**config.mk**
```make
export PLATFORM = sky130hd
export DESIGN_NAME = spi_xchg_engine
export DESIGN_NICKNAME = d
export VERILOG_FILES = /design/src/rtl/spi_xchg_pkg.sv /design/src/rtl/spi_xchg_edge.sv /design/src/rtl/spi_xchg_shifter.sv /design/src/rtl/spi_xchg_status.sv /design/src/rtl/spi_xchg_engine.sv
export SDC_FILE = /design/constraint.sdc
export NUM_CORES = 1
export LEC_CHECK = 0
export BUFFER_PORTS_ARGS = -buffer_cell sky130_fd_sc_hd__buf_2
export CORE_MARGIN = 2
export CORE_UTILIZATION = 51
export CTS_CLUSTER_SIZE = 16
export DETAILED_ROUTE_END_ITERATION = 16
export PLACE_DENSITY = 0.89
export SLEW_MARGIN = 40
export SYNTH_ARGS = -nofsm -noshare
export SYNTH_HDL_FRONTEND = slang
export SYNTH_SLANG_ARGS = --single-unit
```
**constraint.sdc**
```tcl
create_clock -name clk -period 2.32 [get_ports clk]
set_clock_uncertainty 0.15 [all_clocks]
set_input_delay 0.116 -clock clk [delete_from_list [all_inputs] [get_ports clk]]
set_output_delay 0.116 -clock clk [all_outputs]
set_load 0.02 [all_outputs]
```
**src/rtl/spi_xchg_pkg.sv**
```systemverilog
package spi_xchg_pkg;
   typedef enum logic [1:0] {
      EDGE_NONE   = 2'b00,
      EDGE_LEAD   = 2'b01,
      EDGE_TRAIL  = 2'b10
   } edge_kind_e;

   function automatic logic [1:0] edge_role(input logic cpha_i, input logic lead_i, input logic trail_i);
      // returns {shift, sample}
      if (cpha_i) edge_role = {lead_i, trail_i};
      else        edge_role = {trail_i, lead_i};
   endfunction
endpackage

```
**src/rtl/spi_xchg_edge.sv**
```systemverilog
module spi_xchg_edge #(
   parameter int SYNC_STAGES = 2
) (
   input  logic clk,
   input  logic rst_n,
   input  logic cpol,
   input  logic cpha,
   input  logic sck_in,
   input  logic ssel_n_in,
   output logic selected,
   output logic sample_p,
   output logic shift_p
);
   import spi_xchg_pkg::*;

   logic sck_s, ssel_n_s, sck_prev;

   generate
      if (SYNC_STAGES < 1) begin : g_bad
         $error("SYNC_STAGES must be at least 1");
      end
      if (SYNC_STAGES == 1) begin : g_one
         logic sck_r, ssel_r;
         always_ff @(posedge clk or negedge rst_n) begin
            if (!rst_n) begin
               sck_r  <= 1'b0;
               ssel_r <= 1'b1;
            end else begin
               sck_r  <= sck_in;
               ssel_r <= ssel_n_in;
            end
         end
         assign sck_s    = sck_r;
         assign ssel_n_s = ssel_r;
      end else begin : g_many
         logic [SYNC_STAGES-1:0] sck_r, ssel_r;
         always_ff @(posedge clk or negedge rst_n) begin
            if (!rst_n) begin
               sck_r  <= '0;
               ssel_r <= '1;
            end else begin
               sck_r  <= {sck_r[SYNC_STAGES-2:0], sck_in};
               ssel_r <= {ssel_r[SYNC_STAGES-2:0], ssel_n_in};
            end
         end
         assign sck_s    = sck_r[SYNC_STAGES-1];
         assign ssel_n_s = ssel_r[SYNC_STAGES-1];
      end
   endgenerate

   always_ff @(posedge clk or negedge rst_n) begin
      if (!rst_n) sck_prev <= 1'b0;
      else        sck_prev <= sck_s;
   end

   logic rise, fall, lead, trail;
   logic [1:0] role;
   assign rise     = sck_s & ~sck_prev;
   assign fall     = ~sck_s & sck_prev;
   assign lead     = cpol ? fall : rise;
   assign trail    = cpol ? rise : fall;
   assign selected = ~ssel_n_s;
   assign role     = edge_role(cpha, lead, trail);
   assign shift_p  = role[1] & selected;
   assign sample_p = role[0] & selected;
endmodule

```
**src/rtl/spi_xchg_shifter.sv**
```systemverilog
module spi_xchg_shifter #(
   parameter int DATA_W = 8
) (
   input  logic              clk,
   input  logic              rst_n,
   input  logic              load,
   input  logic [DATA_W-1:0] load_val,
   input  logic              sample_p,
   input  logic              shift_p,
   input  logic              abort,
   input  logic              sdi,
   output logic              sdo,
   output logic              busy,
   output logic              done,
   output logic [DATA_W-1:0] rx_word
);
   localparam int CNT_W = (DATA_W > 2) ? $clog2(DATA_W) : 1;
   localparam logic [CNT_W-1:0] LAST = CNT_W'(DATA_W - 1);

   logic [DATA_W-1:0] sh;
   logic [CNT_W-1:0]  cnt;
   logic              out_bit;

   assign done    = sample_p && (cnt == LAST);
   assign rx_word = {sh[DATA_W-2:0], sdi};
   assign busy    = (cnt != '0);
   assign sdo     = out_bit;

   always_ff @(posedge clk or negedge rst_n) begin
      if (!rst_n) begin
         sh      <= '0;
         cnt     <= '0;
         out_bit <= 1'b0;
      end else if (load) begin
         sh      <= load_val;
         cnt     <= '0;
         out_bit <= load_val[DATA_W-1];
      end else if (abort) begin
         cnt <= '0;
      end else begin
         if (sample_p) begin
            sh  <= rx_word;
            cnt <= done ? '0 : cnt + CNT_W'(1);
         end
         if (shift_p) out_bit <= sh[DATA_W-1];
      end
   end
endmodule

```
**src/rtl/spi_xchg_status.sv**
```systemverilog
module spi_xchg_status #(
   parameter int DATA_W = 8
) (
   input  logic              clk,
   input  logic              rst_n,
   input  logic              done,
   input  logic [DATA_W-1:0] rx_word,
   input  logic              rx_rd,
   input  logic              stat_rd,
   output logic [DATA_W-1:0] rx_data,
   output logic              done_flag,
   output logic              ovr_flag
);
   logic unread, armed, clr;

   assign clr = stat_rd & armed;

   always_ff @(posedge clk or negedge rst_n) begin
      if (!rst_n) begin
         rx_data   <= '0;
         unread    <= 1'b0;
         armed     <= 1'b0;
         done_flag <= 1'b0;
         ovr_flag  <= 1'b0;
      end else begin
         if (rx_rd)        armed <= 1'b1;
         else if (stat_rd) armed <= 1'b0;

         if (done) begin
            done_flag <= 1'b1;
            if (unread && !rx_rd) begin
               ovr_flag <= 1'b1;
            end else begin
               rx_data <= rx_word;
               unread  <= 1'b1;
            end
         end else begin
            if (rx_rd) unread <= 1'b0;
            if (clr) begin
               done_flag <= 1'b0;
               ovr_flag  <= 1'b0;
            end
         end
      end
   end
endmodule

```
**src/rtl/spi_xchg_engine.sv**
```systemverilog
module spi_xchg_engine #(
   parameter int DATA_W      = 8,
   parameter int SEL_W       = 8,
   parameter int SYNC_STAGES = 2
) (
   input  logic              clk,
   input  logic              rst_n,
   input  logic              master_en,
   input  logic              cpol,
   input  logic              cpha,
   input  logic              sample_stb,
   input  logic              shift_stb,
   input  logic              sck_in,
   input  logic              ssel_n_in,
   input  logic [DATA_W-1:0] tx_data,
   input  logic              tx_load,
   output logic              tx_ready,
   input  logic [SEL_W-1:0]  sel_pattern,
   output logic [SEL_W-1:0]  sel_out,
   output logic              xfer_active,
   input  logic              sdi,
   output logic              sdo,
   output logic              sdo_en,
   output logic [DATA_W-1:0] rx_data,
   input  logic              rx_rd,
   input  logic              stat_rd,
   output logic              done_flag,
   output logic              ovr_flag
);
   generate
      if (DATA_W < 2) begin : g_bad_w
         $error("DATA_W must be at least 2");
      end
      if (SEL_W < 1) begin : g_bad_s
         $error("SEL_W must be at least 1");
      end
   endgenerate

   logic slv_sel, slv_sample, slv_shift;
   logic sh_busy, sh_done, start, slv_load, load;
   logic sample_p, shift_p, abort;
   logic [DATA_W-1:0] rx_word;

   spi_xchg_edge #(.SYNC_STAGES(SYNC_STAGES)) u_edge (
      .clk, .rst_n, .cpol, .cpha, .sck_in, .ssel_n_in,
      .selected(slv_sel), .sample_p(slv_sample), .shift_p(slv_shift)
   );

   assign tx_ready = ~xfer_active & ~sh_busy;
   assign start    = master_en  & tx_load & tx_ready;
   assign slv_load = ~master_en & tx_load & tx_ready;
   assign load     = start | slv_load;
   assign sample_p = master_en ? (sample_stb & xfer_active) : slv_sample;
   assign shift_p  = master_en ? (shift_stb  & xfer_active) : slv_shift;
   assign abort    = ~master_en & ~slv_sel;
   assign sdo_en   = master_en ? xfer_active : slv_sel;

   spi_xchg_shifter #(.DATA_W(DATA_W)) u_shift (
      .clk, .rst_n, .load, .load_val(tx_data), .sample_p, .shift_p, .abort,
      .sdi, .sdo, .busy(sh_busy), .done(sh_done), .rx_word
   );

   spi_xchg_status #(.DATA_W(DATA_W)) u_stat (
      .clk, .rst_n, .done(sh_done), .rx_word, .rx_rd, .stat_rd,
      .rx_data, .done_flag, .ovr_flag
   );

   always_ff @(posedge clk or negedge rst_n) begin
      if (!rst_n) begin
         xfer_active <= 1'b0;
         sel_out     <= '1;
      end else if (start) begin
         xfer_active <= 1'b1;
         sel_out     <= sel_pattern;
      end else if (xfer_active && sh_done) begin
         xfer_active <= 1'b0;
         sel_out     <= '1;
      end
   end
endmodule

```
# Word level (Yosys, flattened, before mapping)
# Cells that the tools add are included.
# W data, S select, Z words.
# totals
reg_bits	38
wordCells	85
# classes
bitwise_logic	21
n_reduce_logical	17
n_addsub	1
n_mux	29
n_eq_ne	4
# ops
operator	n
$mux W8	5
$mux W1	19
$and A1 B1 Y1	13
$mux W3	4
$reduce_bool A2 Y1	6
$reduce_and A2 Y1	5
$not A1 Y1	7
$reduce_bool A3 Y1	2
$ne A2 B2 Y1 const B	2
$add A3 B1 Y3 const B	1
$eq A3 B3 Y1 const B	1
$logic_and A1 B1 Y1	3
$mux W2	1
$ne A2 B1 Y1 const B	1
$logic_not A1 Y1	1
$or A1 B1 Y1	1

# Depth between registers and ports, before layout
# depth
word_depth	11
ltp_mapped	7
mapped_depth_nobuf	6

# Hierarchy
# A second synthesis with hierarchy kept.
# hier_totals
cells_unflattened	161
hier_area_um2	1934.4
# by_module_without_submodules
module	seq_area_each_um2	instances	cells_per_inst	area_each_um2
spi_xchg_shifter	300.3	1	71	788.3
spi_xchg_status	300.3	1	30	490.5
spi_xchg_engine	235.2	1	49	478.0
spi_xchg_edge	127.6	1	11	177.7

# Worst setup path before layout
# OpenSTA, ideal clock, no wires.
# synth_timing
kind	register -> register
start	reg u_shift.cnt[0]
end	reg u_shift.sh[7]
path_slack_ns	0.220
path_stages_with_launch	7
setup_ns	0.133
required_ns	2.037
t_arrival_ns	1.817
synth_period_minus_slack_ns	2.100
path_cell_list	dfrtp_1 > inv_1 > ha_1 > nor3b_1 > nand2_1 > nand4_1 > o211ai_1
# synth_between
elab_chain_cells	7
word_cells_on_any_way	10
# synth_lines
item	line_no	source
from (decl)	spi_xchg_shifter.sv:21	logic [CNT_W-1:0] cnt;
from (signal assigned)	spi_xchg_shifter.sv:43	cnt <= done ? '0 : cnt + CNT_W'(1);
$reduce_bool A3 Y1 *	spi_xchg_shifter.sv:26	assign busy = (cnt != '0);
$not A1 Y1 *	spi_xchg_engine.sv:49	assign tx_ready = ~xfer_active & ~sh_busy;
$and A1 B1 Y1 *	spi_xchg_engine.sv:49	
named net tx_ready	spi_xchg_engine.sv:17	output logic tx_ready,
$and A1 B1 Y1, on equally long branches	spi_xchg_engine.sv:50, spi_xchg_engine.sv:51	
$or A1 B1 Y1 *	spi_xchg_engine.sv:52	assign load = start | slv_load;
$ne A2 B2 Y1 (no line) or $reduce_bool A2 Y1 (tied branches)	--	
$reduce_and A2 Y1 (no line)	--	
to (signal assigned)	spi_xchg_shifter.sv:35	sh <= load_val;
to (signal assigned)	spi_xchg_shifter.sv:42	sh <= rx_word;
to (decl)	spi_xchg_shifter.sv:20	logic [DATA_W-1:0] sh;
# Mark *: on every way through the listed nets, which the timed path passes. The rest lies on a longest branch.
# A chain may end at the register's enable or synchronous reset.

# Worst setup path after layout
# layout_timing
start	reg u_shift.cnt[0]
end	reg u_shift.sh[0]
# layout_between
elab_chain_cells	7
word_cells_on_any_way	10
# layout_lines
item	line_no
$reduce_bool A3 Y1 *	spi_xchg_shifter.sv:26
$not A1 Y1 *	spi_xchg_engine.sv:49
$and A1 B1 Y1 *	spi_xchg_engine.sv:49
$and A1 B1 Y1, on equally long branches	spi_xchg_engine.sv:50, spi_xchg_engine.sv:51
$or A1 B1 Y1 *	spi_xchg_engine.sv:52
$ne A2 B2 Y1 (no line) or $reduce_bool A2 Y1 (tied branches)	--
$reduce_and A2 Y1 (no line)	--
# Mark *: on every way between the ends. The rest lies on a longest branch, timed or not.

==> impl_metrics.py <==
metrics = {
    "global_route": {
        "grt_start_max_net_pins": 39,
        "grt_pass1_wl_um": 6879,
        "antenna_found_initial": 0,
        "grt_pass1_vias": 1496,
        "grt_use_total_pct": 23.08,
        "grt-ovfl-total": 0,
    },
    "clock_network": {
        "htreeDepth": 2,
        "cts-root-buf": "clkbuf_4",
        "cts_tree": "built",
        "numCtsBuffers": 5,
        "clock_sinks": 38,
        "post_cts_buffers": 0,
        "clk_latency_ps": 350,
        "path_clk_slew_ps": 110,
        "cts_buffer_depth": 2,
    },
    "placed_design": {
        "gp_congestion": 0.8628,
        "port_buffers": 50,
        "placed_cells": 255,
        "place_ws_ps": 361.9,
        "hpwl_um": 2603,
    },
    "power": {
        "power_density_nw_per_um2": 862.5,
        "vdd_drop_max_mv": 0.4238,
        "total_power_uw": 2021,
        "power.leakage_uw": 0.001154,
    },
    "timing": {
        "fin_crit_sh_pct": 93.58,
        "drv_slew": 0,
        "hold_viol": 0,
        "worst_hold_slack_ps": 101.2,
        "worst_pin_slew_ps": 554.2,
        "post-route-worst-setup-slack_ps": 149.0,
        "max_freq_mhz": 460.6,
        "finalSetupViolCount": 0,
        "fin_crit_ps": 2171,
        "relSlewSlack_pct": 62.89,
        "rsz0062_at_grt": "no",
        "timing.setup.tns_ps": 0,
    },
    "yosys": {
        "synth_cells": 162,
        "yosys_most_used_dff": "dfrtp_1",
        "synth-adder-area-share_pct": 2.172,
        "synth-seq-cells": 38,
        "synth_xor_xnor_area_share_pct": 0.5069,
        "synth_compound_area_share_pct": 12.96,
        "synth_top_area_cell": "dfrtp_1",
        "synth.yosys.seq_area_share_pct": 55.76,
        "synth_edf_count": 0,
        "netlist_top_cells_area": "dfrtp_1 41%, dfstp_2 15%, nand2_1 6.1%",
        "synth_top_family_by_area": "simple AND/OR/NAND/NOR gates",
        "muxShareOfSynthArea_pct": 7.024,
        "yosysWarnings": 0,
        "yosys.cell_types.count": 31,
        "synth.cell_area_um2": 1728,
        "ys_top_cells_by_count": "28 x dfrtp_1, 28 x nand2_1, 12 x o21ai_0, 11 x nor2_1",
        "synthSimpleGateAreaFrac_pct": 18.83,
        "synthArstFlopShare_pct": 100.0,
        "synth_top_area_share_pct": 40.55,
        "syn_nets": 194,
        "avgSynthCellArea_um2": 10.67,
    },
    "route": {
        "routed_wl_um": 4082,
        "ant_nets": 0,
        "drc": 0,
        "dr.pass1.iters": 4,
        "wire_per_inst_um": 14.22,
        "routed_via_density": 5.254,
        "vias": 1508,
        "drt_iter0_drc": 110,
    },
    "critical_path": {
        "r2r_slack_ps": 150,
        "crit_path_end_kind": "register",
        "start_kind": "register",
        "critPathRequiredTime_ps": 2470,
        "critPathKind": "register to register",
        "rr_worst_depth": 7,
        "rr_startpoint": "u_shift.cnt[0]",
        "crit_path_start": "u_shift.cnt[0]",
        "cp_data_arrival_time_ps": 2320,
        "r2r_end": "u_shift.sh[0]",
        "path_max_fanout": 9,
    },
    "final_layout": {
        "fin_nets": 272,
        "area_growth_pct": 35.63,
        "drive_above_1_share_pct": 35.68,
        "diodes": 0,
        "final_cells": 287,
    },
    "floorplan": {
        "fp.dieArea_um2": 3869,
        "ios": 51,
        "initial_utilization_pct": 52.61,
        "coreArea_um2": 3284,
        "row_count": 21,
        "die_h_um": 62.21,
        "die_x_um": 62.21,
    },
    "status": {
        "status": "complete, no violations",
    },
    "run": {
        "maxCapViolCount": 0,
    },
    "worst_hold_path": {
        "min_path_type": "input pin to asynchronous set/reset pin",
    },
}
==> report_power, final <==
| group | switching, uW | internal, uW |
|---|---|---|
| clock network | 212 | 147 |
| registers | 123 | 882 |
| logic | 369 | 289 |
==> cell usage in the layout (no fill, tap or decap) <==
cell type	count
a21o_1	1
nand2_1	28
dfrtp_1	28
nor3b_2	1
a31o_2	1
buf_2	49
nand3b_1	1
clkbuf_1	1
clkbuf_8	1
o22a_1	1
a22o_1	1
mux2i_1	1
a31oi_1	7
nor2_1	11
o211ai_1	2
and2_1	1
nand2b_1	2
mux2_2	9
a21boi_0	2
nand3_1	10
dfstp_2	10
nor4b_4	2
xnor2_1	1
buf_4	4
inv_1	4
ha_1	3
o21ai_0	12
clkinv_2	1
nor4bb_2	1
and3_1	2
clkbuf_4	5
a21oi_4	1
dlygate4sd3_1	24
a21oi_1	8
nand4_1	4
mux2i_2	1
==> worst max-delay path: stages (launching register included) <==
cell and delay (ps):
dfrtp_1 430, inv_1 70, ha_1 150, nor4bb_2 340, buf_4 230, a31oi_1 50
a21oi_1 150, dlygate4sd3_1 560
==> flip-flops by register name, indices dropped and copies added (netlist names), 2 cells and up <==
signal,cells
sel_out,8
u_shift.sh,8
u_stat.rx_data,8
u_shift.cnt,3
u_edge.g_many.sck_r,2
u_edge.g_many.ssel_r,2
==> routing by layer <==
metal / up-vias / wire (um) / global-route usage, %
met5: - / 0 / 0
met4: 0 / 66 / 8.889
met3: 7 / 231 / 6.522
met2: 47 / 2059 / 40.22
met1: 726 / 1724 / 27.10
li1: 728 / - / -
==> cell type report <==
class                           count  area [um^2]
Fill cell                         246        940.9
Tap cell                           46        57.56
Multi-Input combinational cell    114        732.0
Sequential cell                    38        963.4
Clock inverter                      1        5.005
Clock buffer                        7        55.05
Inverter                            4        15.01
Timing Repair Buffer               77        515.5
==> per-stage QoR <==
stage | area (um^2) | utilization, %
after global placement | 2026 | 61.68
after floorplan | 1728 | -
after global routing | 2344 | 71.35
after CTS | 2326 | 70.82
final | 2344 | 71.35
after detailed placement | 2026 | 61.68
==> cell families (layout without fill, tap and decap cells) <==
family                     count (synthesis)  in the layout
DFF                                       38             38
adders and majority gates                  3              3
AOI/OAI and AO/OA                         36             36
and+or+nand+nor                           63             63
buffers and inverters                     10             89
xor gates and xnor gates                   1              1
muxes                                     11             11
==> timing repair <==
action,in CTS,in global routing
gates resized for setup,0,3
endpoints found under the hold margin,52,0
hold buffers,24,0
endpoints found under the setup margin,0,1
==> how the worst max path moves through the flow <==
stage                     to  slack (ps)  cells past startpoint
2_1_floorplan  u_shift.sh[7]         220                      6
3_3_place_gp      sel_out[4]         370                      5
3_5_place_dp      sel_out[1]         360                      5
4_1_cts        u_shift.sh[0]          60                      7
5_1_grt        u_shift.sh[0]          20                      7
6_report       u_shift.sh[0]         150                      7
(Power assumes the default switching activity.)
